`src/rtl/lcd_rt_pkg.sv`:
```
package lcd_rt_pkg;

    localparam int WORD_W  = 32;
    localparam int SEL_W   = 3;
    localparam int DIVF_W  = 8;
    localparam int PORCH_W = 8;
    localparam int SYNC_W  = 6;
    localparam int PPL_W   = 7;
    localparam int LPP_W   = 11;
    localparam int CNT_W   = 12;

    localparam logic [SEL_W-1:0] SEL_CTRL  = 3'd0;
    localparam logic [SEL_W-1:0] SEL_RUN   = 3'd1;
    localparam logic [SEL_W-1:0] SEL_HORIZ = 3'd2;
    localparam logic [SEL_W-1:0] SEL_VERT  = 3'd3;
    localparam logic [SEL_W-1:0] SEL_POL   = 3'd4;

    typedef enum logic [2:0] {
        H_IDLE, H_SYNC, H_BACK, H_ACT, H_FRONT
    } hstate_t;

    typedef enum logic [2:0] {
        V_IDLE, V_SYNC, V_BACK, V_ACT, V_FRONT
    } vstate_t;

    typedef struct packed {
        logic [DIVF_W-1:0]  div;
        logic [PORCH_W-1:0] hbp;
        logic [PORCH_W-1:0] hfp;
        logic [SYNC_W-1:0]  hsw;
        logic [PPL_W-1:0]   ppl;
        logic [PORCH_W-1:0] vbp;
        logic [PORCH_W-1:0] vfp;
        logic [SYNC_W-1:0]  vsw;
        logic [LPP_W-1:0]   lpp;
        logic               inv_pix;
        logic               inv_line;
        logic               inv_frame;
        logic               edge_ctl;
        logic               edge_sel;
    } timing_cfg_t;

endpackage

```
`src/rtl/lcd_rt_regs.sv`:
```
module lcd_rt_regs
    import lcd_rt_pkg::*;
#(
    parameter bit EXTENDED = 1'b1
) (
    input  logic              clk,
    input  logic              rst_n,
    input  logic              wr_en,
    input  logic [SEL_W-1:0]  wr_sel,
    input  logic [WORD_W-1:0] wr_data,
    input  logic              load,
    output logic              run,
    output timing_cfg_t       act
);

    timing_cfg_t shd;
    logic        mode_q;
    logic        en_q;

    always_ff @(posedge clk or negedge rst_n) begin
        if (!rst_n) begin
            shd    <= '0;
            mode_q <= 1'b0;
            en_q   <= 1'b0;
        end else if (wr_en) begin
            case (wr_sel)
                SEL_CTRL: begin
                    shd.div <= wr_data[15:8];
                    mode_q  <= wr_data[0];
                end
                SEL_RUN: en_q <= wr_data[0];
                SEL_HORIZ: begin
                    shd.hbp <= wr_data[31:24];
                    shd.hfp <= wr_data[23:16];
                    shd.hsw <= wr_data[15:10];
                    shd.ppl <= {EXTENDED & wr_data[3], wr_data[9:4]};
                end
                SEL_VERT: begin
                    shd.vbp      <= wr_data[31:24];
                    shd.vfp      <= wr_data[23:16];
                    shd.vsw      <= wr_data[15:10];
                    shd.lpp[9:0] <= wr_data[9:0];
                end
                SEL_POL: begin
                    shd.lpp[10]   <= EXTENDED & wr_data[26];
                    shd.edge_ctl  <= wr_data[25];
                    shd.edge_sel  <= wr_data[24];
                    shd.inv_pix   <= wr_data[22];
                    shd.inv_line  <= wr_data[21];
                    shd.inv_frame <= wr_data[20];
                end
                default: ;
            endcase
        end
    end

    assign run = mode_q & en_q;

    always_ff @(posedge clk or negedge rst_n) begin
        if (!rst_n) begin
            act <= '0;
        end else if (!run || load) begin
            act <= shd;
        end
    end

endmodule

```
`src/rtl/lcd_rt_clkdiv.sv`:
```
module lcd_rt_clkdiv
    import lcd_rt_pkg::*;
(
    input  logic              clk,
    input  logic              rst_n,
    input  logic              run,
    input  logic              late,
    input  logic [DIVF_W-1:0] div,
    output logic              pix_q,
    output logic              adv
);

    logic [DIVF_W-1:0] dcnt;
    logic [DIVF_W-1:0] div_eff;
    logic [DIVF_W-1:0] half;
    logic [DIVF_W-1:0] dnext;
    logic              wrap;

    always_comb begin
        div_eff = (div < DIVF_W'(2)) ? DIVF_W'(2) : div;
        half    = div_eff >> 1;
        wrap    = (dcnt >= div_eff - DIVF_W'(1));
        dnext   = wrap ? '0 : dcnt + DIVF_W'(1);
        adv     = run && (late ? (dcnt == half - DIVF_W'(1)) : wrap);
    end

    always_ff @(posedge clk or negedge rst_n) begin
        if (!rst_n) begin
            dcnt  <= '0;
            pix_q <= 1'b0;
        end else if (!run) begin
            dcnt  <= '0;
            pix_q <= 1'b0;
        end else begin
            dcnt  <= dnext;
            pix_q <= (dnext < half);
        end
    end

endmodule

```
`src/rtl/lcd_rt_hseq.sv`:
```
module lcd_rt_hseq
    import lcd_rt_pkg::*;
(
    input  logic               clk,
    input  logic               rst_n,
    input  logic               run,
    input  logic               adv,
    input  logic [SYNC_W-1:0]  hsw,
    input  logic [PORCH_W-1:0] hbp,
    input  logic [PORCH_W-1:0] hfp,
    input  logic [PPL_W-1:0]   ppl,
    output hstate_t            state,
    output logic               begin_ev,
    output logic               line_wrap,
    output logic               line_start_q
);

    hstate_t          nxt;
    logic [CNT_W-1:0] cnt;
    logic [CNT_W-1:0] cnt_nxt;
    logic [CNT_W-1:0] act_last;
    logic             seg_end;

    always_comb begin
        act_last = CNT_W'({ppl, 4'hF});
        nxt      = state;
        seg_end  = 1'b0;
        unique case (state)
            H_IDLE:  nxt = H_SYNC;
            H_SYNC: begin
                seg_end = (cnt == CNT_W'(hsw));
                if (seg_end) nxt = H_BACK;
            end
            H_BACK: begin
                seg_end = (cnt == CNT_W'(hbp));
                if (seg_end) nxt = H_ACT;
            end
            H_ACT: begin
                seg_end = (cnt == act_last);
                if (seg_end) nxt = H_FRONT;
            end
            H_FRONT: begin
                seg_end = (cnt == CNT_W'(hfp));
                if (seg_end) nxt = H_SYNC;
            end
            default: nxt = H_IDLE;
        endcase
        cnt_nxt   = (seg_end || state == H_IDLE) ? '0 : cnt + CNT_W'(1);
        begin_ev  = adv && (state == H_IDLE);
        line_wrap = adv && (state == H_FRONT) && seg_end;
    end

    always_ff @(posedge clk or negedge rst_n) begin
        if (!rst_n) begin
            state <= H_IDLE;
            cnt   <= '0;
        end else if (!run) begin
            state <= H_IDLE;
            cnt   <= '0;
        end else if (adv) begin
            state <= nxt;
            cnt   <= cnt_nxt;
        end
    end

    always_ff @(posedge clk or negedge rst_n) begin
        if (!rst_n) begin
            line_start_q <= 1'b0;
        end else begin
            line_start_q <= run && (begin_ev || line_wrap);
        end
    end

endmodule

```
`src/rtl/lcd_rt_vseq.sv`:
```
module lcd_rt_vseq
    import lcd_rt_pkg::*;
(
    input  logic               clk,
    input  logic               rst_n,
    input  logic               run,
    input  logic               begin_ev,
    input  logic               line_wrap,
    input  logic [SYNC_W-1:0]  vsw,
    input  logic [PORCH_W-1:0] vbp,
    input  logic [PORCH_W-1:0] vfp,
    input  logic [LPP_W-1:0]   lpp,
    output vstate_t            state,
    output logic               frame_bound,
    output logic               frame_start_q
);

    vstate_t          nxt;
    logic [CNT_W-1:0] cnt;
    logic [CNT_W-1:0] cnt_nxt;
    logic             seg_end;
    logic             step;

    always_comb begin
        nxt     = state;
        seg_end = 1'b0;
        step    = begin_ev || line_wrap;
        unique case (state)
            V_IDLE:  nxt = V_SYNC;
            V_SYNC: begin
                seg_end = (cnt == CNT_W'(vsw));
                if (seg_end) nxt = V_BACK;
            end
            V_BACK: begin
                seg_end = (cnt == CNT_W'(vbp));
                if (seg_end) nxt = V_ACT;
            end
            V_ACT: begin
                seg_end = (cnt == CNT_W'(lpp));
                if (seg_end) nxt = V_FRONT;
            end
            V_FRONT: begin
                seg_end = (cnt == CNT_W'(vfp));
                if (seg_end) nxt = V_SYNC;
            end
            default: nxt = V_IDLE;
        endcase
        cnt_nxt     = (seg_end || state == V_IDLE) ? '0 : cnt + CNT_W'(1);
        frame_bound = begin_ev || (line_wrap && (state == V_FRONT) && seg_end);
    end

    always_ff @(posedge clk or negedge rst_n) begin
        if (!rst_n) begin
            state <= V_IDLE;
            cnt   <= '0;
        end else if (!run) begin
            state <= V_IDLE;
            cnt   <= '0;
        end else if (step) begin
            state <= nxt;
            cnt   <= cnt_nxt;
        end
    end

    always_ff @(posedge clk or negedge rst_n) begin
        if (!rst_n) begin
            frame_start_q <= 1'b0;
        end else begin
            frame_start_q <= run && frame_bound;
        end
    end

endmodule

```
`src/rtl/lcd_raster_timer.sv`:
```
module lcd_raster_timer
    import lcd_rt_pkg::*;
#(
    parameter bit EXTENDED = 1'b1
) (
    input  logic              clk,
    input  logic              rst_n,
    input  logic              wr_en,
    input  logic [SEL_W-1:0]  wr_sel,
    input  logic [WORD_W-1:0] wr_data,
    output logic              pix_clk_o,
    output logic              line_clk_o,
    output logic              frame_clk_o,
    output logic              de_o,
    output logic              line_start_o,
    output logic              frame_start_o
);

    timing_cfg_t cfg;
    logic        run;
    logic        frame_bound;
    logic        pix_q;
    logic        adv;
    logic        begin_ev;
    logic        line_wrap;
    hstate_t     h_state;
    vstate_t     v_state;

    lcd_rt_regs #(.EXTENDED(EXTENDED)) u_regs (
        .clk     (clk),
        .rst_n   (rst_n),
        .wr_en   (wr_en),
        .wr_sel  (wr_sel),
        .wr_data (wr_data),
        .load    (frame_bound),
        .run     (run),
        .act     (cfg)
    );

    lcd_rt_clkdiv u_div (
        .clk   (clk),
        .rst_n (rst_n),
        .run   (run),
        .late  (cfg.edge_ctl & cfg.edge_sel),
        .div   (cfg.div),
        .pix_q (pix_q),
        .adv   (adv)
    );

    lcd_rt_hseq u_hseq (
        .clk          (clk),
        .rst_n        (rst_n),
        .run          (run),
        .adv          (adv),
        .hsw          (cfg.hsw),
        .hbp          (cfg.hbp),
        .hfp          (cfg.hfp),
        .ppl          (cfg.ppl),
        .state        (h_state),
        .begin_ev     (begin_ev),
        .line_wrap    (line_wrap),
        .line_start_q (line_start_o)
    );

    lcd_rt_vseq u_vseq (
        .clk           (clk),
        .rst_n         (rst_n),
        .run           (run),
        .begin_ev      (begin_ev),
        .line_wrap     (line_wrap),
        .vsw           (cfg.vsw),
        .vbp           (cfg.vbp),
        .vfp           (cfg.vfp),
        .lpp           (cfg.lpp),
        .state         (v_state),
        .frame_bound   (frame_bound),
        .frame_start_q (frame_start_o)
    );

    always_comb begin
        pix_clk_o   = pix_q ^ cfg.inv_pix;
        line_clk_o  = (h_state == H_SYNC) ^ cfg.inv_line;
        frame_clk_o = (v_state == V_SYNC) ^ cfg.inv_frame;
        de_o        = (h_state == H_ACT) && (v_state == V_ACT);
    end

endmodule

```
`config.mk`:
```
export PLATFORM = sky130hd
export DESIGN_NAME = lcd_raster_timer
export DESIGN_NICKNAME = d
export VERILOG_FILES = /design/src/rtl/lcd_rt_pkg.sv /design/src/rtl/lcd_rt_regs.sv /design/src/rtl/lcd_rt_clkdiv.sv /design/src/rtl/lcd_rt_hseq.sv /design/src/rtl/lcd_rt_vseq.sv /design/src/rtl/lcd_raster_timer.sv
export SDC_FILE = /design/constraint.sdc
export NUM_CORES = 1
export LEC_CHECK = 0
export BUFFER_PORTS_ARGS = -buffer_cell sky130_fd_sc_hd__buf_4
export CAP_MARGIN = 20
export CORE_UTILIZATION = 50
export CTS_CLUSTER_SIZE = 14
export DETAILED_ROUTE_END_ITERATION = 8
export HOLD_SLACK_MARGIN = 0.02
export PLACE_DENSITY = 0.67
export RECOVER_POWER = 100
export SYNTH_ARGS = -nofsm -noshare
export SYNTH_HDL_FRONTEND = slang
export SYNTH_HIERARCHICAL = 1
export SYNTH_SLANG_ARGS = --single-unit
```
`constraint.sdc`:
```
create_clock -name clk -period 9.8 [get_ports clk]
set_clock_uncertainty 0.1 [all_clocks]
set_input_delay 0.98 -clock clk [delete_from_list [all_inputs] [get_ports clk]]
set_output_delay 0.98 -clock clk [all_outputs]
set_load 0.02 [all_outputs]
```
# ---- Yosys cells after proc, flatten, opt, wreduce, memory -nomap -nowiden
# Index checks and enable logic that the tools add are counted.
dict set report word_totals {
  register_bits 193
  in_bits 38
  out_inout_bits 6
  wordCells 135
}
dict set report op_classes {
  addsub 5
  order_cmp 3
  n_eq_ne 31
  n_mux 27
  bitwise 5
  n_reduce_logical 25
}
# op count
set ops {}
lappend ops {{12-bit 2-to-1 mux} 6}
lappend ops {{12-bit by 8-bit equality test with 1-bit output} 4}
lappend ops {{3-bit 2-to-1 mux} 12}
lappend ops {{3-bit case mux with 5 select lines} 2}
lappend ops {{12-bit by 1-bit adder with 12-bit output, second input constant} 2}
lappend ops {{12-bit by 11-bit equality test with 1-bit output} 2}
lappend ops {{12-bit by 6-bit equality test with 1-bit output} 2}
lappend ops {{8-bit 2-to-1 mux} 3}
lappend ops {{3-bit by 2-bit != test with 1-bit output, second input constant} 8}
lappend ops {{3-bit by 2-bit equality test with 1-bit output, second input constant} 6}
lappend ops {{2-bit AND reduction} 5}
lappend ops {{5-bit AND reduction} 2}
lappend ops {{3-bit by 1-bit equality test with 1-bit output, second input constant} 3}
lappend ops {{3-bit equality test, second input constant} 3}
lappend ops {{1-bit logical AND} 9}
lappend ops {{3-bit logical NOT} 3}
lappend ops {{8-bit by 1-bit adder with 8-bit output, second input constant} 1}
lappend ops {{8-bit equality test} 1}
lappend ops {{8-bit greater-or-equal comparator} 1}
lappend ops {{8-bit by 2-bit less-than comparator with 1-bit output, second input constant} 1}
lappend ops {{8-bit by 7-bit less-than comparator with 1-bit output} 1}
lappend ops {{1-bit case mux with 4 select lines} 2}
lappend ops {{7-bit by 1-bit subtractor with 8-bit output, second input constant} 1}
lappend ops {{8-bit by 1-bit subtractor with 8-bit output, second input constant} 1}
lappend ops {{6 further kinds} 15}

# ---- Logic depth before layout (Yosys ltp)
dict set report logic_depth {
  depth_word 12
  depth_mapped 23
  depth_no_buf 20
}

# ---- Hierarchy
# Netlist, hierarchy kept.
# mod n_inst cells_each area_per_inst_um2
set by_module_without_submodules {}
lappend by_module_without_submodules {lcd_rt_regs 1 326 5719.2}
lappend by_module_without_submodules {lcd_rt_vseq 1 192 1535.2}
lappend by_module_without_submodules {lcd_rt_hseq 1 158 1405.1}
lappend by_module_without_submodules {lcd_rt_clkdiv 1 136 1126.1}
lappend by_module_without_submodules {lcd_raster_timer 1 8 68.8}

# ---- Worst setup path after synthesis
# OpenSTA, ideal clock, no wires.
dict set report synth_timing {
  kind {reg2reg}
  start {register u_regs/act[71] (netlist name)}
  end {register u_vseq.cnt[3]}
  setup_time_ps 82
  t_arrival_ps 4274
  required_time_ps 9618
  slack_ps 5344
  path_stages_with_launch 23
  synth_period_minus_slack_ps 4456
  cell_sequence {dfrtp_1 > nor4_4 > a21oi_2 > ha_1 > nor3b_1 > and3_1 > nand2_1 > xnor2_1 > ha_1 > nand4_1 > a31oi_1 > nand2b_1 > clkbuf_1 > a32o_1 > inv_1 > nor3_1 > or2_2 > clkbuf_1 > o311ai_0 > clkbuf_1 > nor3_1 > nand3_1 > a31oi_1}
}
dict set report synth_via {
  elab_chain_len 10
  word_cells_on_any_way 13
  classes_between {2 x add/sub; 2 x order compare; 2 x eq/ne; 2 x mux; 5 x reduce/logical}
}
# element line
set synth_lines {}
lappend synth_lines {{start, declared} lcd_rt_regs.sv:13} ;# output timing_cfg_t act
lappend synth_lines {{start signal, assigned} lcd_rt_regs.sv:61} ;# act <= '0;
lappend synth_lines {{start signal, assigned} lcd_rt_regs.sv:63} ;# act <= shd;
lappend synth_lines {{8-bit by 2-bit less-than comparator with 1-bit output} lcd_rt_clkdiv.sv:20} ;# div_eff = (div < DIVF_W'(2)) ? DIVF_W'(2) : div;
lappend synth_lines {{8-bit 2-to-1 mux (*)} lcd_rt_clkdiv.sv:20}
lappend synth_lines {{8-bit by 1-bit subtractor with 8-bit output or 7-bit by 1-bit subtractor with 8-bit output (tied branches)} {lcd_rt_clkdiv.sv:22, lcd_rt_clkdiv.sv:24}}
lappend synth_lines {{8-bit greater-or-equal comparator or 8-bit equality test (tied branches)} {lcd_rt_clkdiv.sv:22, lcd_rt_clkdiv.sv:24}}
lappend synth_lines {{1-bit 2-to-1 mux (*)} lcd_rt_clkdiv.sv:24} ;# adv = run && (late ? (dcnt == half - DIVF_W'(1)) : wrap);
lappend synth_lines {{1-bit logical AND (*)} lcd_rt_clkdiv.sv:24}
lappend synth_lines {{via adv} lcd_raster_timer.sv:23} ;# logic adv;
lappend synth_lines {{1-bit logical AND (*) (2 in a row)} lcd_rt_hseq.sv:50} ;# line_wrap = adv && (state == H_FRONT) && seg_end;
lappend synth_lines {{via line_wrap} lcd_raster_timer.sv:25} ;# logic line_wrap;
lappend synth_lines {{1-bit logical OR (*)} lcd_rt_vseq.sv:27} ;# step = begin_ev || line_wrap;
lappend synth_lines {{2-bit by 1-bit != test with 1-bit output (no source line) (*)} -}
lappend synth_lines {{end signal, assigned} lcd_rt_vseq.sv:61} ;# cnt <= cnt_nxt;
lappend synth_lines {{end, declared} lcd_rt_vseq.sv:19} ;# logic [CNT_W-1:0] cnt;
# Mark *: on every way through the listed nets, which the timed path passes. The rest lies on a longest branch.
# A chain may end at the register's enable or synchronous reset.

# ---- Final worst setup path
dict set report layout_timing {
  start {register u_regs/act[71] (netlist name)}
  end {register u_regs/act[11] (netlist name)}
}
dict set report layout_via {
  elab_chain_len 12
  word_cells_on_any_way 15
  classes_between {2 x add/sub; 2 x order compare; 1 x eq/ne; 2 x mux; 8 x reduce/logical}
}
# element line
set layout_lines {}
lappend layout_lines {{8-bit by 2-bit less-than comparator with 1-bit output} lcd_rt_clkdiv.sv:20}
lappend layout_lines {{8-bit 2-to-1 mux (*)} lcd_rt_clkdiv.sv:20}
lappend layout_lines {{8-bit by 1-bit subtractor with 8-bit output or 7-bit by 1-bit subtractor with 8-bit output (tied branches)} {lcd_rt_clkdiv.sv:22, lcd_rt_clkdiv.sv:24}}
lappend layout_lines {{8-bit greater-or-equal comparator or 8-bit equality test (tied branches)} {lcd_rt_clkdiv.sv:22, lcd_rt_clkdiv.sv:24}}
lappend layout_lines {{1-bit 2-to-1 mux (*)} lcd_rt_clkdiv.sv:24}
lappend layout_lines {{1-bit logical AND (*)} lcd_rt_clkdiv.sv:24}
lappend layout_lines {{via adv} lcd_raster_timer.sv:23}
lappend layout_lines {{1-bit logical AND (*) (2 in a row)} lcd_rt_hseq.sv:50}
lappend layout_lines {{via line_wrap} lcd_raster_timer.sv:25}
lappend layout_lines {{1-bit logical AND (*) (2 in a row)} lcd_rt_vseq.sv:49} ;# frame_bound = begin_ev || (line_wrap && (state == V_FRONT) && seg_end);
lappend layout_lines {{1-bit logical OR (*)} lcd_rt_vseq.sv:49}
lappend layout_lines {{via frame_bound} lcd_raster_timer.sv:21} ;# logic frame_bound;
lappend layout_lines {{1-bit logical OR (*)} lcd_rt_regs.sv:62} ;# end else if (!run || load) begin
# Marks and branches as above.

==> impl_metrics.env <==
export IMPL_outcome="complete, but fails checks"
export IMPL_violations="max-capacitance violations, max-slew violations"
export IMPL_grt_max_degree=109
export IMPL_grt_pass1_vias=6505
export IMPL_core_mm2=0.0190
export IMPL_ys_warn_count=6
export IMPL_r2r_setup_slack_ns=3.72
export IMPL_yosys_top_cells_count="dfrtp_1, mux2_2, xnor2_1"
export IMPL_layout_setup_ws_ns=3.72
export IMPL_post_route_period_util=0.620
export IMPL_die_w_um=142
export IMPL_clkLatencyLatePin_ns=0.44
export IMPL_fp_row_count=50
export IMPL_reg2reg_depth=18
export IMPL_mappedNetlistArea_mm2=0.00985
export IMPL_cp_end_kind="register"
export IMPL_drt_iter0_drc=608
export IMPL_cp_start_kind="register"
export IMPL_instances_no_fill=1110
export IMPL_drt_total_wl_um=21800
export IMPL_place_gp_congestion=0.884
export IMPL_relSlewSlack=-2.83
export IMPL_setup_viol=0
export IMPL_port_buffers=43
export IMPL_vias=6501
export IMPL_crit_type="register to register"
export IMPL_hold_viol_final=0
export IMPL_syn_num_nets=878
export IMPL_initial_core_util=0.518
export IMPL_max_freq_mhz=165
export IMPL_cts_htree_levels=4
export IMPL_syn_inst=820
export IMPL_syn_to_final_growth_pct=9.17
export IMPL_path_clk_slew_ns=0.07
export IMPL_synth_area_leaders="dfrtp_1, mux2_2, xnor2_1, xor2_1, ha_1"
export IMPL_crit_fanout=17
export IMPL_cts_tree="built"
export IMPL_numCtsBuffers=17
export IMPL_worst_ep_required_time_ns=10.02
export IMPL_synth_edff_count=0
export IMPL_viasPerCell=5.86
export IMPL_wl_per_cell_um=19.6
export IMPL_ys_flop_type="dfrtp_1"
export IMPL_slew_viol_final=196
export IMPL_antenna_cells=0
export IMPL_ant_nets=0
export IMPL_hold_buffers=0
export IMPL_drc_errors=0
export IMPL_yosysMostFrequentCell="dfrtp_1"
export IMPL_cts_resized=0
export IMPL_ys_ff_latch=193
export IMPL_clockRootBuffer="clkbuf_16"
export IMPL_firstDrtPassIters=7
export IMPL_antenna_found_initial=0
export IMPL_rsz0062_at_grt="no"
export IMPL_syn_avg_cell_area_um2=12.0
export IMPL_synth_seq_area_share=0.490
export IMPL_post_place_ws_ns=4.29
export IMPL_ys_types=73
export IMPL_setup_tns_ns=0
export IMPL_crit_arrival_ns=6.30
export IMPL_io_pins=44
export IMPL_holdPathStages=1
export IMPL_place_hpwl_um=15500
export IMPL_dp_cells=1078
export IMPL_grt_pass1_wl_um=35500
export IMPL_power_leakage_nw=4.74
export IMPL_clockBufferDepth=2
export IMPL_peakVddDrop_mv=0.135
export IMPL_die_y_um=142
export IMPL_postLayoutCoreUtil=0.566
export IMPL_powerDensity_mw_per_mm2=221
export IMPL_grt_overflow=0
export IMPL_dieArea_mm2=0.0203
export IMPL_synthArstFlopShare=1.00
export IMPL_nets=896
export IMPL_worstMarginPinSlew_ns=5.74
export IMPL_hp_class="register to register"
export IMPL_cts_sinks=193
export IMPL_post_cts_buffers=0
export IMPL_drv_cap=5
export IMPL_netlist_area_leader_share=0.490
export IMPL_drive_gt1_frac=0.264
export IMPL_synth_area_leader_cell="dfrtp_1"
export IMPL_grt_usage=0.229
export IMPL_min_period_ns=6.08
worst max-delay path, stage by stage, from the launching register on:
cell	delay, ns
dfrtp_1	0.45
nor4_1	0.69
a21oi_1	0.31
ha_1	0.31
nor3b_1	0.17
and3_1	0.22
nand2_1	0.08
xnor2_1	0.07
ha_1	0.32
nand4_1	0.10
a31oi_1	0.18
nand2b_1	0.32
a32o_1	0.26
inv_1	0.11
nor3_1	0.41
a41o_1	0.24
nand3b_1	0.39
clkbuf_1	0.78
mux2_2	0.43
flip-flops by register name, summed over array words and instances (netlist names), 3 cells and up:
register,cells
u_regs/act,75
u_regs/shd,75
u_hseq/cnt,12
u_vseq/cnt,12
u_div/dcnt,8
u_hseq/state,3
u_vseq/state,3
per-layer routing:
| layer | GRT usage | part of all wire | vias to the layer above |
|---|---|---|---|
| met3 | 0.0384 | 0.045 | 15 |
| li1 | - | - | 2990 |
| met5 | 0 | 0 | - |
| met2 | 0.368 | 0.47 | 188 |
| met1 | 0.324 | 0.47 | 3308 |
| met4 | 0.0555 | 0.010 | 0 |
metrics by stage:
| stage | cell area, µm² | total power, mW | hold WS, ns |
|---|---|---|---|
| floorplan | 9850 | 1.51 | 0.372 |
| global placement | 10300 | 1.67 | 0.383 |
| detailed placement | 10300 | 1.70 | 0.387 |
| CTS | 10900 | 2.41 | 0.401 |
| global route | 10800 | 2.50 | 0.413 |
| finish | 10800 | 2.38 | 0.393 |
final timing paths:
| check | start | end |
|---|---|---|
| setup / recovery | u_regs/act[71] | u_regs/act[11] |
| hold / removal | u_regs/shd[56] | u_regs/shd[56] |
| setup reg to reg | u_regs/act[71] | u_regs/act[11] |
| hold reg to reg | u_regs/shd[56] | u_regs/shd[56] |
| max in group asynchronous | rst_n | u_hseq/cnt[9] |
| min in group asynchronous | rst_n | u_vseq/cnt[9] |
placed cells by master (no fill, tap or decap), drive strengths merged, types with 9 or more instances in the layout:
master | Yosys | layout
dfrtp | 193 | 193
mux2 | 152 | 152
xnor2 | 43 | 43
nor2 | 42 | 42
xor2 | 41 | 41
buf | 36 | 39
nand2 | 32 | 32
clkbuf | 17 | 30
nor3 | 25 | 25
inv | 14 | 24
ha | 20 | 20
nand3 | 20 | 20
o21ai | 14 | 14
nand4 | 14 | 14
a31oi | 14 | 14
and3 | 14 | 14
nor4 | 11 | 11
and2 | 10 | 10
o31ai | 9 | 9
where the power goes:
group / leakage [nW] / internal (mW) / switching [mW]
sequential: 2.40 / 0.975 / 0.149
combinational: 2.05 / 0.289 / 0.255
clock: 0.297 / 0.368 / 0.340
cell type report:
type	instances	area, µm²
timing repair buffer	52	362
sequential	193	4830
inverter	14	52.6
fill	1604	8260
clock buffer	17	425
clock inverter	14	179
tap	260	325
multi-input combinational	560	4580
cells by family (layout without fill, tap and decap cells):
kind of cell,after synthesis,count (layout),synth area share
adders and majority gates,20,20,0.0254
DFF,193,193,0.490
xor gates and xnor gates,84,84,0.0747
and+or+nand+nor,213,213,0.126
AOI/OAI and AO/OA,91,91,0.0702
muxes,152,152,0.178
buffers and inverters,67,97,0.0364
Note: power is estimated with default switching activity, not from simulation.
